### config.mk
export PLATFORM = sky130hd
export DESIGN_NAME = tm_xfer_ctrl
export DESIGN_NICKNAME = d
export VERILOG_FILES = /design/src/rtl/tm_xfer_pkg.sv /design/src/rtl/tm_attr_reg.sv /design/src/rtl/tm_addr_gen.sv /design/src/rtl/tm_xfer_ctrl.sv
export SDC_FILE = /design/constraint.sdc
export NUM_CORES = 1
export LEC_CHECK = 0
export ABC_CLOCK_PERIOD_IN_PS = 2550
export BUFFER_PORTS_ARGS = -buffer_cell sky130_fd_sc_hd__buf_2
export CAP_MARGIN = 10
export CORE_MARGIN = 2
export CORE_UTILIZATION = 30
export CTS_CLUSTER_DIAMETER = 200
export DETAILED_ROUTE_END_ITERATION = 8
export SETUP_SLACK_MARGIN = 0.02
export SYNTH_ARGS = -nofsm -noshare
export SYNTH_HDL_FRONTEND = slang
export SYNTH_HIERARCHICAL = 1
export SYNTH_SLANG_ARGS = --single-unit
export TNS_END_PERCENT = 5
### constraint.sdc
create_clock -name clk -period 2.55 [get_ports clk]
set_input_delay 0.51 -clock clk [delete_from_list [all_inputs] [get_ports clk]]
set_output_delay 0.51 -clock clk [all_outputs]
set_load 0.02 [all_outputs]
### src/rtl/tm_xfer_pkg.sv
package tm_xfer_pkg;

    localparam int CTRL_W = 11;

    // Control word bit positions; fixed because the sequencer encodes them.
    localparam int CW_VALID   = 0;
    localparam int CW_SIZE_LO = 2;
    localparam int CW_LOCK    = 4;
    localparam int CW_PROT_LO = 5;
    localparam int CW_STEP_EN = 7;
    localparam int CW_PROT_HI = 9;

    typedef enum logic [1:0] {
        SZ_BYTE = 2'b00,
        SZ_HALF = 2'b01,
        SZ_WORD = 2'b10
    } xfer_size_e;

    typedef struct packed {
        xfer_size_e  size;
        logic [3:0]  prot;
        logic        lock;
        logic        step_en;
    } xfer_attr_t;

    localparam xfer_attr_t ATTR_RESET = '{
        size:    SZ_WORD,
        prot:    4'b0011,
        lock:    1'b0,
        step_en: 1'b0
    };

    // Unsupported code 2'b11 is folded onto a word transfer.
    function automatic xfer_size_e legal_size(input logic [1:0] code);
        case (code)
            2'b00:   return SZ_BYTE;
            2'b01:   return SZ_HALF;
            default: return SZ_WORD;
        endcase
    endfunction

endpackage

### src/rtl/tm_attr_reg.sv
module tm_attr_reg
    import tm_xfer_pkg::*;
(
    input  logic              clk,
    input  logic              rst,
    input  logic              ctrl_wr,
    input  logic [CTRL_W-1:0] ctrl_word,
    output xfer_attr_t        attr
);

    xfer_attr_t decoded;
    logic       commit;
    logic       reserved_unused;

    assign reserved_unused = ^{ctrl_word[1], ctrl_word[8]};
    assign commit = ctrl_wr && ctrl_word[CW_VALID];

    always_comb begin
        decoded.size    = legal_size(ctrl_word[CW_SIZE_LO +: 2]);
        decoded.prot    = {ctrl_word[CW_PROT_HI +: 2], ctrl_word[CW_PROT_LO +: 2]};
        decoded.lock    = ctrl_word[CW_LOCK];
        decoded.step_en = ctrl_word[CW_STEP_EN];
    end

    always_ff @(posedge clk) begin
        if (rst) begin
            attr <= ATTR_RESET;
        end else if (commit) begin
            attr <= decoded;
        end
    end

endmodule

### src/rtl/tm_addr_gen.sv
module tm_addr_gen
    import tm_xfer_pkg::*;
#(
    parameter int ADDR_W = 32,
    parameter int STEP_W = 8
) (
    input  logic              clk,
    input  logic              rst,
    input  logic              addr_ld,
    input  logic [ADDR_W-1:0] addr_in,
    input  logic              xfer_done,
    input  logic              step_en,
    input  xfer_size_e        size,
    output logic [ADDR_W-1:0] haddr
);

    localparam int SW = (STEP_W < ADDR_W) ? STEP_W : ADDR_W;

    logic [SW-1:0]     step;
    logic [SW-1:0]     low_next;
    logic [ADDR_W-1:0] stepped;

    assign step     = SW'(1) << size;
    assign low_next = haddr[SW-1:0] + step;

    generate
        if (SW < ADDR_W) begin : g_split
            assign stepped = {haddr[ADDR_W-1:SW], low_next};
        end else begin : g_full
            assign stepped = low_next;
        end
    endgenerate

    always_ff @(posedge clk) begin
        if (rst) begin
            haddr <= '0;
        end else if (addr_ld) begin
            haddr <= addr_in;
        end else if (xfer_done && step_en) begin
            haddr <= stepped;
        end
    end

endmodule

### src/rtl/tm_xfer_ctrl.sv
module tm_xfer_ctrl
    import tm_xfer_pkg::*;
#(
    parameter int ADDR_W = 32,
    parameter int STEP_W = 8
) (
    input  logic              clk,
    input  logic              rst,
    input  logic              ctrl_wr,
    input  logic [10:0]       ctrl_word,
    input  logic              addr_ld,
    input  logic [ADDR_W-1:0] addr_in,
    input  logic              xfer_done,
    output logic [2:0]        hsize,
    output logic [3:0]        hprot,
    output logic              hlock,
    output logic [ADDR_W-1:0] haddr
);

    xfer_attr_t attr;

    tm_attr_reg u_attr (
        .clk       (clk),
        .rst       (rst),
        .ctrl_wr   (ctrl_wr),
        .ctrl_word (ctrl_word),
        .attr      (attr)
    );

    tm_addr_gen #(
        .ADDR_W (ADDR_W),
        .STEP_W (STEP_W)
    ) u_addr (
        .clk       (clk),
        .rst       (rst),
        .addr_ld   (addr_ld),
        .addr_in   (addr_in),
        .xfer_done (xfer_done),
        .step_en   (attr.step_en),
        .size      (attr.size),
        .haddr     (haddr)
    );

    assign hsize = {1'b0, attr.size};
    assign hprot = attr.prot;
    assign hlock = attr.lock;

endmodule

==> summary.txt, run 1 <==
run status = finished, final reports clean
CTS buffer count = 5
Seq cells post-synth = 40
vias per cell = 4.79
Post-CTS Setup Inserts = 0
number of setup violations in the final report = 0
initial antenna violation count = 0
total power = 1.37 mW
Clock transition at path regs = 80 ps
starting DRC count in detailed routing = 61
CTS tree = done
drt pass-1 iters = 4
RSZ-0062 raised after global routing = no
cell chain of the critical path = nand2b_1 -> inv_1 -> ha_1 -> a211o_1 -> and2_4 -> or4_1 -> a31oi_1
slowest stage cell, crit path = or4_1
critical path launch point type = register
hold_buf cts = 0
DR DRC count = 0
Final Hold Viols = 0
Filler cells = 610
delay-heaviest family, CP = simple AND/OR/NAND/NOR gates
Seq. cell area = 801 µm²
EDFF count, synth = 0
PostCTS Resize Cnt = 0
synth top area cells = dfxtp_1, mux2i_1, nor2_1
Avg WL per Cell = 12.5 µm
n_diodes = 0
Routability Congestion = 0.699
DIE HEIGHT = 82.2 µm
core area = 5920 µm²
NumNets Final = 325
Mapped Cells = 192
total track usage = 13.9%
clock latency on the worst-skew pair = 290 ps
Vias = 1667
Overflow after GRT = 0
final period utilization = 81.8%
power per cell area = 575 nW/µm²
number of global-route vias before repair = 1569
number of synthesis warnings = 6
die area = 6760 µm²
Critical Path End Type = register
Area Growth Syn to Fin = 29.9%
maxcap violations = 0
Synth async-reset ratio = 0%
Final ANT Viol Nets = 0
clk root buf = clkbuf_8
Longest Clk Path Bufs = 2
DP HPWL = 3200 µm
top cell type's share of synthesized area = 43.6%
Mapped Avg Cell Area = 9.57 µm²
clk sinks = 40
post-synthesis sequential area ratio = 43.6%
max incr delay on CP = 470 ps
Critical Path RT = 2760 ps
static leakage = 1.20 nW
initial core utilization = 31.0%
htree depth = 2
Critical path origin = u_attr/attr[7]$_SDFFE_PP1P_
syn_nets = 245
post-synth top area cell = dfxtp_1
share of layout cells above drive strength 1 = 37.0%
hold path startpoint = addr_in[27]
row count = 28
CP bufs+invs = 1
setup TNS = 0 ps
DRT Wirelength = 4350 µm
Worst EP arrival = 2300 ps
R2R Path Start = u_attr/attr[7]$_SDFFE_PP1P_
pin count of the biggest net entering global routing = 34
worst hold path type = input port to register
R2R setup slack = 470 ps
most common cell in the netlist = dfxtp_1
Final min period = 2080 ps
synth cell count leaders = dfxtp_1, nor2_1, mux2i_1, nand3_1
Unique masters post-synth = 48
maximum clock frequency = 480 MHz
port buffer count = 84
Synth Cell Area = 1840 µm²
Final Skew = 4.64 ps
Die X = 82.2 µm
CP max FO = 6
peak supply drop = 0.193 mV
num ports = 88
Crit Path Category = register to register
fin. max-slew vios = 0
Synth Flop Type = dfxtp_1
footprint of the multi-input gates = 940 µm²
global-route wire length before repair = 7100 µm
state kept, by name (all words and copies together), names as in the netlist:
name	cells
u_attr/attr	8
u_addr/haddr	32
power by group:
group          total (mW)  switching [mW]  internal, mW
Clock               0.437           0.216         0.221
Sequential          0.688          0.0250         0.663
Combinational       0.248           0.142         0.106
area by class of cell:
| cell class | count | share of cell area [%] |
|---|---|---|
| sequential | 40 | 33.6 |
| multi-input combinational | 133 | 39.4 |
| clock buffer | 8 | 3.78 |
| timing repair buffer | 87 | 18.6 |
| tap | 75 | 3.93 |
| inverter | 5 | 0.787 |
final timing paths:
path	to	depth (start not counted)
worst min register to register	u_attr/attr[3]$_SDFFE_PP1P_	1
worst max-delay path	u_addr/haddr[3]$_SDFFE_PP0P_	7
worst max register to register	u_addr/haddr[3]$_SDFFE_PP0P_	7
worst min-delay path	u_addr/haddr[27]$_SDFFE_PP0P_	3
logic make-up after synthesis:
kind of cell / Yosys count / share of synthesized area, %
other cells: 1 / 0.204
mux: 25 / 13.6
xor+xnor: 1 / 0.477
buf+inv: 19 / 5.24
simple gates: 68 / 18.3
flops: 40 / 43.6
fa+ha+maj: 5 / 3.81
compound gates: 33 / 14.7
placed cells by master (no fill, tap or decap), types with 4 or more instances in the layout:
| cell type | Yosys | layout |
|---|---|---|
| ha_1 | 4 | 4 |
| nand2_1 | 6 | 6 |
| mux2i_1 | 25 | 25 |
| dfxtp_1 | 40 | 40 |
| nand3_1 | 10 | 10 |
| nor2_1 | 30 | 30 |
| buf_2 | 4 | 84 |
| clkbuf_8 | 0 | 6 |
| a21bo_1 | 5 | 5 |
| a21oi_2 | 4 | 4 |
| and3_1 | 4 | 4 |
| a211o_1 | 4 | 4 |
| a21oi_1 | 6 | 6 |
routing by layer:
layer | GRT usage (%) | part of all wire (%)
met5 | 0 | 0
met4 | 5.00 | 0.62
met3 | 4.89 | 8.3
met2 | 21.9 | 45
met1 | 17.5 | 46
metrics by stage:
stage / instances / worst slack (ps) / hold slack, ps / utilization (%) / instance area, µm²
final: 348 / 465 / 454 / 40.3 / 2390
after global routing: 348 / 335 / 447 / 40.3 / 2390
after CTS: 348 / 450 / 440 / 40.3 / 2390
after detailed placement: 340 / 477 / 445 / 38.8 / 2300
after global placement: 340 / 523 / 440 / 38.8 / 2300
after floorplan: 192 / 466 / 557 / - / 1840
tightest hold or removal path, stage by stage:
cell and delay, ps:
buf_2 70, mux2i_1 50, nor2_1 70
Power figures use the tool's default switching activity.
==> run 2, diff against run 1 <==
--- a/config.mk
+++ b/config.mk
@@ -5,7 +5,7 @@
 export SDC_FILE = /design/constraint.sdc
 export NUM_CORES = 1
 export LEC_CHECK = 0
-export ABC_CLOCK_PERIOD_IN_PS = 2550
+export ABC_CLOCK_PERIOD_IN_PS = 1800
 export BUFFER_PORTS_ARGS = -buffer_cell sky130_fd_sc_hd__buf_2
 export CAP_MARGIN = 10
 export CORE_MARGIN = 2
==> constraint.sdc (replaced) <==
create_clock -name clk -period 1.8 [get_ports clk]
set_input_delay 0.36 -clock clk [delete_from_list [all_inputs] [get_ports clk]]
set_output_delay 0.36 -clock clk [all_outputs]
set_load 0.02 [all_outputs]
==> summary.txt, run 2 (synthesis gave the netlist of run 1 again) <==
run status = finished, violations left
failing checks = negative setup slack
hold path startpoint = addr_in[26]
final period utilization = 105%
starting DRC count in detailed routing = 46
maxcap violations = 0
RSZ-0062 raised after global routing = yes
number of setup violations in the final report = 2
Gate power share = 18.3%
Min-Delay Path Depth = 3
footprint of the multi-input gates = 982 µm²
delay-heaviest family, CP = simple AND/OR/NAND/NOR gates
NumNets Final = 336
num ports = 88
DIE HEIGHT = 82.2 µm
Crit Path Category = register to register
power per cell area = 823 nW/µm²
biggest regs = u_addr/haddr: 32 flops, u_attr/attr: 8 flops
slowest stage cell, crit path = or4b_4
total track usage = 13.1%
Reg2Reg Depth = 6
static leakage = 1.27 nW
Seq. cell area = 808 µm²
max reg flops = 32
pin count of the biggest net entering global routing = 20
Switching Fraction = 27.3%
core area = 5920 µm²
CTS tree = done
Final min period = 1890 ps
max incr delay on CP = 480 ps
CP max FO = 5
hold_buf cts = 0
Avg WL per Cell = 12.4 µm
Area Growth Syn to Fin = 38.3%
hold-critical path endpoint = u_addr/haddr[26]$_SDFFE_PP0P_
R2R Path Start = u_attr/attr[7]$_SDFFE_PP1P_
drt pass-1 iters = 6
fin. max-slew vios = 0
Longest Clk Path Bufs = 2
initial core utilization = 31.0%
row count = 28
die area = 6760 µm²
Critical Path RT = 2020 ps
Routability Congestion = 0.740
Vias = 1692
number of global-route vias before repair = 1469
R2R setup slack = -90 ps
Filler cells = 622
pre-CTS setup slack = -109 ps
htree depth = 2
final instance area = 2540 µm²
clock latency on the worst-skew pair = 290 ps
DP HPWL = 3230 µm
DR DRC count = 0
port buffer count = 84
initial antenna violation count = 0
Placed Area = 2380 µm²
maximum clock frequency = 530 MHz
CTS buffer count = 5
clk root buf = clkbuf_8
Critical Path End Type = register
Net Sw Power = 570 µW
Overflow after GRT = 0
global-route wire length before repair = 6780 µm
Final Hold Viols = 0
worst reg2reg path endpoint = u_addr/haddr[5]$_SDFFE_PP0P_
worst setup margin = -87.1 ps
worst hold path type = input port to register
Final Skew = 7.88 ps
critical path launch point type = register
DRT Wirelength = 4450 µm
Top reg by flops = u_addr/haddr
sequential share of power = 46.5%
commonest non-fill, non-tap cells in the layout = buf_2, dfxtp_1, nor2_1
CP bufs+invs = 0
Int Pwr = 1.52 mW
share of layout cells above drive strength 1 = 43.7%
cell chain of the critical path = nor2b_1 -> ha_1 -> o21a_2 -> and2_4 -> or4b_4 -> a41oi_2
Final ANT Viol Nets = 0
n_diodes = 0
most common cell after layout, fill and taps aside = buf_2
Die X = 82.2 µm
clk sinks = 40
Clock transition at path regs = 80 ps
Clock power frac = 35.2%
vias per cell = 4.71
peak supply drop = 0.378 mV
Worst EP arrival = 2110 ps
-- run 2: worst max-delay path by stage --
stage	start	to	slack (ps)	cells after the start
floorplan	u_attr/attr[7]$_SDFFE_PP1P_	u_addr/haddr[5]$_SDFFE_PP0P_	-90	7
global placement	u_attr/attr[7]$_SDFFE_PP1P_	u_addr/haddr[5]$_SDFFE_PP0P_	-80	7
detailed placement	u_attr/attr[7]$_SDFFE_PP1P_	u_addr/haddr[5]$_SDFFE_PP0P_	-110	7
CTS	u_attr/attr[7]$_SDFFE_PP1P_	u_addr/haddr[5]$_SDFFE_PP0P_	-80	7
global route	u_attr/attr[7]$_SDFFE_PP1P_	u_addr/haddr[4]$_SDFFE_PP0P_	-140	8
finish	u_attr/attr[7]$_SDFFE_PP1P_	u_addr/haddr[5]$_SDFFE_PP0P_	-90	6
-- run 2: worst reg2reg max path: stages (launching register included) --
cell     delay, ps
dfxtp_4        360
nor2b_1        130
ha_1           340
o21a_2         220
and2_4         160
or4b_4         480
a41oi_2        130
-- run 2: final cells by class --
type	instances	share of cell area, %
clock buffer	5	2.71
clock inverter	3	1.67
inverter	5	0.739
multi-input combinational	133	38.7
sequential	40	31.8
tap	75	3.69
timing repair buffer	98	20.7
-- run 2: power groups by stage --
stage               clock [mW]  sequential (mW)  combinational (mW)
floorplan                    0             1.06               0.166
global placement             0            0.992               0.369
detailed placement           0            0.993               0.374
CTS                      0.768            0.974               0.379
global route             0.797            0.981               0.422
finish                   0.736            0.973               0.382
-- run 2: per-layer routing --
metal  GRT usage, %  routed length, µm  vias to the layer above
li1               -                  -                      858
met1           16.7               2010                      775
met2           21.3               2070                       54
met3           3.48                316                        5
met4           4.50                 49                        0
met5              0                  0                        -
-- run 2: stage by stage --
stage / std cells / setup TNS [ps] / util, % / power (mW) / hold WS (ps)
6_report: 359 / -164 / 42.9 / 2.09 / 296
5_1_grt: 359 / -488 / 42.9 / 2.20 / 298
4_1_cts: 358 / -155 / 42.6 / 2.12 / 288
3_5_place_dp: 350 / -329 / 40.3 / 1.37 / 445
3_3_place_gp: 350 / -195 / 40.3 / 1.36 / 440
2_1_floorplan: 192 / -160 / - / 1.22 / 505
-- run 2: repair_timing --
item | 4_1_cts | 5_1_grt
pin swaps | 0 | 3
setup endpoints to repair | 6 | 6
resized for setup | 6 | 3
buffers inserted | 0 | 1
==> run 3, diff against run 2 <==
--- a/config.mk
+++ b/config.mk
@@ -5,6 +5,7 @@
 export SDC_FILE = /design/constraint.sdc
 export NUM_CORES = 1
 export LEC_CHECK = 0
+export ABC_AREA = 1
 export ABC_CLOCK_PERIOD_IN_PS = 1800
 export BUFFER_PORTS_ARGS = -buffer_cell sky130_fd_sc_hd__buf_2
 export CAP_MARGIN = 10
==> summary.txt, run 3 <==
run status = finished, final reports clean
Crit Path Category = register to register
total track usage = 13.5%
initial core utilization = 30.8%
DRT Wirelength = 4380 µm
Final Skew = 2.55 ps
share of layout cells above drive strength 1 = 31.6%
Area Growth Syn to Fin = 31.4%
Placed Area = 2270 µm²
Clock transition at path regs = 80 ps
vias per cell = 4.35
Synth Flop Type = dfxtp_1
Synth Cell Area = 1800 µm²
total power = 1.92 mW
EDFF count, synth = 0
Final Hold Viols = 0
Clock power frac = 29.5%
peak supply drop = 0.307 mV
clk sinks = 40
Net Sw Power = 571 µW
num ports = 88
clock latency on the worst-skew pair = 290 ps
number of global-route vias before repair = 1603
Avg WL per Cell = 10.5 µm
Routability Congestion = 0.728
commonest non-fill, non-tap cells in the layout = buf_2, nor2_1, nand2_1
Die X = 81.5 µm
htree depth = 2
Gate power share = 19.4%
worst hold path type = input port to register
maxcap violations = 0
xor and xnor area share after synthesis = 0.486%
static leakage = 1.29 nW
fin. max-slew vios = 0
most common cell in the netlist = nor2_1
Mapped Avg Cell Area = 7.04 µm²
DP HPWL = 3180 µm
initial antenna violation count = 0
drt pass-1 iters = 4
syn_nets = 309
number of setup violations in the final report = 0
critical path launch point type = register
die area = 6650 µm²
most common cell after layout, fill and taps aside = buf_2
CTS buffer count = 5
Int Pwr = 1.35 mW
RSZ-0062 raised after global routing = no
Critical Path End Type = register
power per cell area = 811 nW/µm²
global-route wire length before repair = 6870 µm
largest family of logic cells by synthesized area = simple AND/OR/NAND/NOR gates
clk root buf = clkbuf_8
post-synthesis sequential area ratio = 44.4%
setup TNS = 0 ps
NumNets Final = 395
Top reg by flops = u_addr/haddr
Synth async-reset ratio = 0%
synth top area cells = dfxtp_1, nor2_1, nand2_1
Synth Area in Compound Gates = 12.0%
adder-cell share of the synthesized area = 3.89%
Longest Clk Path Bufs = 2
Mapped Cells = 256
final instance area = 2370 µm²
DIE HEIGHT = 81.5 µm
final period utilization = 93.4%
core area = 5850 µm²
Final min period = 1680 ps
DR DRC count = 0
number of synthesis warnings = 6
sequential share of power = 51.1%
Seq cells post-synth = 40
top cell type's share of synthesized area = 44.4%
Unique masters post-synth = 21
pin count of the biggest net entering global routing = 34
met1 Use GR = 14.8%
Switching Fraction = 29.7%
max reg flops = 32
Final ANT Viol Nets = 0
port buffer count = 84
Critical Path RT = 2030 ps
Overflow after GRT = 0
starting DRC count in detailed routing = 42
Hold WS = 287 ps
post-synth top area cell = dfxtp_1
M3 GR Usage = 4.51%
n_diodes = 0
global routing met2 resource utilization = 23.4%
Vias = 1815
synth cell count leaders = nor2_1, nand2_1, dfxtp_1, o21ai_0, inv_1
Synth Area in Simple Gates = 28.7%
row count = 28
layer with the highest usage = met2
Worst EP arrival = 1910 ps
biggest regs = u_addr/haddr: 32 flops, u_attr/attr: 8 flops
mux cell area share after synthesis = 0%
CP max FO = 5
maximum clock frequency = 595 MHz
CTS tree = done
-- run 3: per-stage QoR --
step / std cells / utilization [%] / setup WS, ps
3_3_place_gp: 409 / 38.8 / 135
6_report: 417 / 40.5 / 118
4_1_cts: 416 / 40.1 / 32.1
5_1_grt: 417 / 40.5 / 10.6
3_5_place_dp: 409 / 38.8 / 58.4
2_1_floorplan: 256 / - / 128
-- run 3: power by group through the flow --
stage | Combinational (mW) | Clock [mW] | Sequential, mW
2_1_floorplan | 0.162 | 0 | 1.07
3_3_place_gp | 0.371 | 0 | 1.00
3_5_place_dp | 0.374 | 0 | 1.00
4_1_cts | 0.375 | 0.597 | 0.982
5_1_grt | 0.423 | 0.628 | 0.990
6_report | 0.374 | 0.567 | 0.981
-- run 3: path summary, 6_finish.rpt --
check,endpoint,start,slack (ps),cells past startpoint
max reg2reg,u_addr/haddr[4]$_SDFFE_PP0P_,u_attr/attr[7]$_SDFFE_PP1P_,120,10
max,u_addr/haddr[4]$_SDFFE_PP0P_,u_attr/attr[7]$_SDFFE_PP1P_,120,10
min,u_addr/haddr[11]$_SDFFE_PP0P_,addr_in[11],290,3
min reg2reg,u_attr/attr[2]$_SDFFE_PP1P_,u_attr/attr[2]$_SDFFE_PP1P_,460,2
-- run 3: cells by family (layout without fill, tap and decap cells) --
kind of cell	Yosys count	count (layout)
compound gates	41	41
xor+xnor	1	1
fa+ha+maj	5	5
buf+inv	39	125
flops	40	40
other cells	1	1
simple gates	129	129
-- run 3: final cells by class --
class	instances	area, µm²
sequential	40	806
clock buffer	6	72.6
clock inverter	1	5.00
fill	636	3480
tap	75	93.8
multi-input combinational	177	826
timing repair buffer	89	458
inverter	29	109
-- run 3: worst max-delay path, cell delays in order, from the launching register on --
cell and delay [ps]:
dfxtp_4 360, nor2_2 110, ha_2 180, inv_1 50, fa_2 360, inv_2 70
nand3_1 80, nand2_2 90, nand2_1 60, xor2_1 140, a21oi_1 130
-- run 3: per-layer routing --
metal | vias up | part of all wire (%)
met5 | - | 0
met4 | 0 | 0.84
met3 | 4 | 9.6
met2 | 66 | 44
met1 | 777 | 45
li1 | 968 | -
-- run 3: repair_timing --
action                     4_1_cts  5_1_grt
hold buffers                     0        0
resized for setup                0        8
buffers inserted                 0        1
setup endpoints to repair        0        2
